<file path="src/rtl/lfsr_max_pkg.sv">
package lfsr_max_pkg;

    // Source of the next register value, in priority order seed > restart > shift > hold
    typedef enum logic [1:0] {
        SRC_HOLD    = 2'd0,
        SRC_SHIFT   = 2'd1,
        SRC_SEED    = 2'd2,
        SRC_RESTART = 2'd3
    } src_e;

    localparam int MIN_WIDTH = 3;
    localparam int MAX_WIDTH = 7;

    // Far tap: always the last stage
    function automatic int far_tap(input int w);
        return w;
    endfunction

    // Near tap: the second feedback stage per length
    function automatic int near_tap(input int w);
        int s;
        case (w)
            5:       s = 3;
            default: s = w - 1;
        endcase
        return s;
    endfunction

    // Stage numbers run from 1 at the input end; stage 1 is the MSB
    function automatic int stage_bit(input int w, input int stage);
        return w - stage;
    endfunction

endpackage

</file>
<file path="src/rtl/lfsr_tap_xor.sv">
module lfsr_tap_xor
    import lfsr_max_pkg::*;
#(
    parameter int WIDTH = 4
) (
    input  logic [WIDTH-1:0] sr,
    output logic             fb
);

    localparam int FAR_BIT  = stage_bit(WIDTH, far_tap(WIDTH));
    localparam int NEAR_BIT = stage_bit(WIDTH, near_tap(WIDTH));

    logic [WIDTH-1:0] tap_mask;

    for (genvar i = 0; i < WIDTH; i++) begin : g_mask
        if (i == FAR_BIT || i == NEAR_BIT) begin : g_on
            assign tap_mask[i] = 1'b1;
        end else begin : g_off
            assign tap_mask[i] = 1'b0;
        end
    end

    assign fb = ^(sr & tap_mask);

endmodule

</file>
<file path="src/rtl/lfsr_zero_det.sv">
module lfsr_zero_det #(
    parameter int WIDTH = 4
) (
    input  logic [WIDTH-1:0] sr,
    output logic             is_zero
);

    assign is_zero = ~|sr;

endmodule

</file>
<file path="src/rtl/lfsr_src_sel.sv">
module lfsr_src_sel
    import lfsr_max_pkg::*;
(
    input  logic load,
    input  logic en,
    input  logic is_zero,
    output src_e src
);

    always_comb begin
        if (load) begin
            src = SRC_SEED;
        end else if (is_zero) begin
            src = SRC_RESTART;
        end else if (en) begin
            src = SRC_SHIFT;
        end else begin
            src = SRC_HOLD;
        end
    end

endmodule

</file>
<file path="src/rtl/lfsr_max.sv">
module lfsr_max
    import lfsr_max_pkg::*;
#(
    parameter int WIDTH = 4
) (
    input  logic             clk,
    input  logic             rst_n,
    input  logic             en,
    input  logic             load,
    input  logic [WIDTH-1:0] seed,
    output logic [WIDTH-1:0] pattern,
    output logic             ser_out
);

    localparam logic [WIDTH-1:0] RESTART_VAL = WIDTH'(1);

    typedef struct packed {
        logic [WIDTH-1:0] sr;
    } lfsr_state_t;

    lfsr_state_t r_d, r_q;
    logic        fb;
    logic        is_zero;
    src_e        src;

    lfsr_tap_xor #(.WIDTH(WIDTH)) u_tap_xor (
        .sr (r_q.sr),
        .fb (fb)
    );

    lfsr_zero_det #(.WIDTH(WIDTH)) u_zero_det (
        .sr      (r_q.sr),
        .is_zero (is_zero)
    );

    lfsr_src_sel u_src_sel (
        .load    (load),
        .en      (en),
        .is_zero (is_zero),
        .src     (src)
    );

    always_comb begin
        r_d = r_q;
        case (src)
            SRC_SEED:    r_d.sr = seed;
            SRC_RESTART: r_d.sr = RESTART_VAL;
            SRC_SHIFT:   r_d.sr = {fb, r_q.sr[WIDTH-1:1]};
            default:     r_d.sr = r_q.sr;
        endcase
    end

    always_ff @(posedge clk or negedge rst_n) begin
        if (!rst_n) begin
            r_q.sr <= RESTART_VAL;
        end else begin
            r_q <= r_d;
        end
    end

    assign pattern = r_q.sr;
    assign ser_out = r_q.sr[0];

endmodule

</file>
<file path="config.mk">
export PLATFORM = sky130hd
export DESIGN_NAME = lfsr_max
export DESIGN_NICKNAME = d
export VERILOG_FILES = /design/src/rtl/lfsr_max_pkg.sv /design/src/rtl/lfsr_tap_xor.sv /design/src/rtl/lfsr_zero_det.sv /design/src/rtl/lfsr_src_sel.sv /design/src/rtl/lfsr_max.sv
export SDC_FILE = /design/constraint.sdc
export NUM_CORES = 1
export LEC_CHECK = 0
export ABC_CLOCK_PERIOD_IN_PS = 2450
export BUFFER_PORTS_ARGS = -buffer_cell sky130_fd_sc_hd__buf_4
export CAP_MARGIN = 10
export CORE_AREA = 3 3 40 42
export DETAILED_ROUTE_END_ITERATION = 10
export DIE_AREA = 0 0 43 45
export PLACE_DENSITY = 0.49
export SYNTH_ARGS = -nofsm -noshare
export SYNTH_HDL_FRONTEND = slang
export SYNTH_SLANG_ARGS = --single-unit
</file>
<file path="constraint.sdc">
create_clock -name clk -period 2.45 [get_ports clk]
set_input_delay 0.1225 -clock clk [delete_from_list [all_inputs] [get_ports clk]]
set_output_delay 0.1225 -clock clk [all_outputs]
set_load 0.01 [all_outputs]
</file>
; ---- Word level (Yosys, flattened, before mapping)
; Index checks and enable logic that the tools add are counted.
[classes]
eq_ne = 3
n_mux = 4
reduce_logical = 3
[ops]
columns = cell, n
row1 = case mux 4 bit (3 select lines), 1
row2 = == test 2 bit (second input constant), 2
row3 = two-way mux 2 bit, 2
row4 = OR reduction 4 bit, 1
row5 = XOR reduction 4 bit, 1
row6 = nonzero test 3 bit, 1
row7 = == test 2 x 1 -> 1 bit (second input constant), 1
row8 = two-way mux 1 bit, 1
[totals]
register_bits = 4
output_inout_bits = 5

; ---- Depth between registers and ports, before layout
[depth]
ltp_word = 5
depth_mapped = 5

; ---- Modules after synthesis
; Synthesis repeated with hierarchy kept, for this count alone.
[hier_totals]
hier_cells = 20
hier_area_um2 = 251.5
[by_module_without_submodules]
columns = module, instances, cells_per_inst, area_each_um2, seq_area_each_um2
row1 = lfsr_max, 1, 16, 214.0, 101.3
row2 = lfsr_src_sel, 1, 2, 16.3, 0.0
row3 = lfsr_zero_det, 1, 1, 12.5, 0.0
row4 = lfsr_tap_xor, 1, 1, 8.8, 0.0

; ---- Worst setup path after synthesis
; Ideal clock, no wire load.
[synth_timing]
path_kind = register to register
startpoint = register pattern[1] (netlist name)
endpoint = register pattern[3] (netlist name)
arrival_ns = 1.286
slack_ns = 1.035
path_stages_with_launch = 6
path_cell_list = dfrtp_1 > inv_1 > ha_1 > or3b_1 > a311oi_1 > a21oi_1
[synth_via]
elab_chain_len = 5
word_cells_on_any_way = 9
classes_between = eq/ne: 3 / mux: 3 / reduce/logical: 3
[synth_rtl]
columns = item, line_no
row1 = OR reduction 4 bit, lfsr_zero_det.sv:8  ; assign is_zero = ~|sr;
row2 = two-way mux 2 bit, lfsr_src_sel.sv:13  ; end else if (is_zero) begin
row3 = two-way mux 2 bit, lfsr_src_sel.sv:11  ; if (load) begin
row4 = == test 2 x 1 -> 1 bit / == test 2 bit (equally long branches), lfsr_max.sv:45  ; case (src)
row5 = case mux 4 bit (3 select lines) / nonzero test 3 bit (equally long branches), --
; Several ways; a longest one is shown, not always the timed one.
; A chain may end at the register's enable or synchronous reset.

; ---- Worst setup path in the final report
[layout_timing]
startpoint = register pattern[1] (netlist name)
endpoint = register pattern[3] (netlist name)
[layout_via]
elab_chain_len = 5
word_cells_on_any_way = 9
classes_between = eq/ne: 3 / mux: 3 / reduce/logical: 3
[layout_rtl]
columns = item, line_no
row1 = OR reduction 4 bit, lfsr_zero_det.sv:8
row2 = two-way mux 2 bit, lfsr_src_sel.sv:13
row3 = two-way mux 2 bit, lfsr_src_sel.sv:11
row4 = == test 2 x 1 -> 1 bit / == test 2 bit (equally long branches), lfsr_max.sv:45
row5 = case mux 4 bit (3 select lines) / nonzero test 3 bit (equally long branches), --
; Several ways; a longest one is shown, not always the timed one.

==> results.toml <==
[critical_path]
path_cells = "inv_1 > ha_1 > or3b_1 > a311oi_1 > a21oi_1"
crit_fanout = 4
critPathTopFamily = "flip-flops"
critPathBufInv = 1
critPathArrivalTime_ps = 1610
cp-end-kind = "register"
startpoint_type = "register"
cp.depth = 5
criticalPathCategory = "register to register"
cpPeakStageDelay_ps = 390
r2r_cells = 5
required_ps = 2560
cpMaxStageDelayCell = "dfrtp_1"

[pwr]
p_leak_uw = 0.000191
irDropWorstVdd_uv = 187
powerDensity_mw_per_mm2 = 619
switching_share_pct = 26.2
total_power_uw = 229
seq_power_share_pct = 36.3
p_comb_share_pct = 24.5
switching_power_uw = 60.0
p_int_uw = 169
p_clk_share_pct = 39.2

[timing]
worst_pin_slew_ps = 269
fin_tns_setup_ps = 0
fin_skew_ps = 5.40
maxSlewHeadroom_pct = 82.0
min_period_ps = 1500
hold_violations = 0
drv_slew = 0
setup_violations = 0
post-route-period-util_pct = 61.4
fmax_ghz = 0.665
rsz0062_at_grt = "no"

[global_route]
grtUsageTotal_pct = 6.69
grt_max_degree = 9
grt_pass1_vias = 205
grt_first_pass_wirelength_um = 848
grt_remaining_overflow = 0
antenna_found_initial = 0

[detailed_routing]
ant_nets = 0
drtPass1Iterations = 2
avgViaCountPerCell = 3.93
drc = 0
wl_um = 514
via_count = 220
wl_per_cell_um = 9.18
drt_first_iter_violations = 1

[clock_tree]
cts-root-buf = "clkbuf_4"
cts-resized-gates = 0
cts_made_buffers = 3
cts_tree = "yes"
clock_path_buffers = 2
insertion_delay_ps = 240
clk_pin_slew_worst_paths_ps = 40
clkSinkCount = 4
cts_setup_buffers = 0
htree_levels = 1

[hold_path]
worstHoldPathType = "input pin to register"
whs_path_depth = 3

[die]
die_x_um = 43
dieArea_sq_mm = 0.00194
core_area_sq_mm = 0.00128
start_util_pct = 19.4
rows = 13
fp.dieH_um = 45
io_pins = 13

[yosys]
synth_seq_cells = 4
syn_nets = 36
synth_cells = 27
synth_area_leaders = "dfrtp_1 (30%), dfstp_2 (11%), mux2i_1 (8.0%)"
ys_types = 18
synth_top_area_cell = "dfrtp_1"
ys_warn_count = 0
synth_top_area_share_pct = 30.2
postSynthAreaPerCell_sq_um = 9.22
syn_area_sq_um = 249
seq_area_frac_synth_pct = 40.7

[placed_design]
hpwl_um = 418
io_buffers = 12
gp_congestion = 0.603

[finish]
final_common_cell = "buf_4"
syn_to_final_growth_pct = 48.7
antenna_cells = 0
largest_register_ffs = 4
finalNetCount = 51
mostFrequentLayoutCells = "buf_4 (12), inv_1 (4), a21oi_1 (3), clkbuf_4 (3), dfrtp_1 (3)"
drive_above_1_share_pct = 39.0

[run]
cap_viol_max_count = 0

[status]
outcome = "finished clean"
-- path summary, 6_finish.rpt --
kind                             from          to  slack (ps)
min                           seed[2]  pattern[2]          90
min reg2reg                pattern[2]  pattern[2]         620
min in group asynchronous       rst_n  pattern[2]         210
max in group asynchronous       rst_n  pattern[0]        2050
max                        pattern[1]  pattern[3]         950
max reg2reg                pattern[1]  pattern[3]         950
-- synth_stat cells --
master / n
a21oi_1: 3
nand2b_1: 1
buf_6: 1
inv_1: 4
nor2_1: 1
nand2_1: 2
a21o_1: 1
dfrtp_1: 3
clkbuf_2: 1
ha_1: 1
o31ai_1: 1
o21ai_0: 1
or3b_1: 1
buf_4: 1
mux2i_1: 2
dfstp_2: 1
nor2b_1: 1
a311oi_1: 1
-- layout make-up --
type	instances	area [sq um]
clock buffer	4	26.3
fill	150	915
inverter	4	15.0
multi-input combinational	16	109
sequential	4	101
tap	15	18.8
timing repair buffer	13	100
-- power by group through the flow --
stage                     Combinational (uW)  Clock (uW)  Sequential (uW)
after detailed placement                56.1           0             84.2
after global placement                  56.1           0             84.3
final                                   56.0        89.9             83.2
after global routing                    63.0         101             84.7
after floorplan                         28.5           0             86.7
after CTS                               57.6        95.1             83.3
-- metrics by stage --
stage               cells  instance area [sq um]  util (%)  hold WS [ps]  setup slack (ps)
global placement       51                    334      26.0         -80.0               937
CTS                    56                    370      28.8          82.5               942
detailed placement     51                    334      26.0         -79.7               952
finish                 56                    370      28.8          89.4               947
global route           56                    370      28.8          96.6               870
floorplan              27                    249         -          -173              1040
-- per-layer routing --
metal  vias to the layer above  GRT usage, %  routed length (um)
li1                        116             -                   -
met4                         0          9.04                  14
met1                        90          6.83                 207
met2                        12          8.38                 224
met3                         2          3.59                  67
met5                         -             0                   0
-- cell families (layout without fill, tap and decap cells) --
logic type	count (synthesis)	count (layout)	synth area share, %
compound gates	7	7	17.6
fa+ha+maj	1	1	5.02
buf+inv	7	21	15.6
flops	4	4	40.7
mux	2	2	8.04
simple gates	6	6	13.1
-- worst reg2reg max path: cells and delay by family, from the launching register on --
| family | cells | cell delay (ps) |
|---|---|---|
| AND/OR/NAND/NOR | 1 | 370 |
| buffers and inverters | 1 | 70 |
| AO/OA/AOI/OAI | 2 | 390 |
| flip-flops | 1 | 390 |
| adder cells (fa/ha/maj) | 1 | 150 |
-- repair_timing --
action	4_1_cts	5_1_grt
setup endpoints to repair	0	0
hold buffers	1	0
endpoints found under the hold margin	4	0
Note: power is estimated with default switching activity, not from simulation.
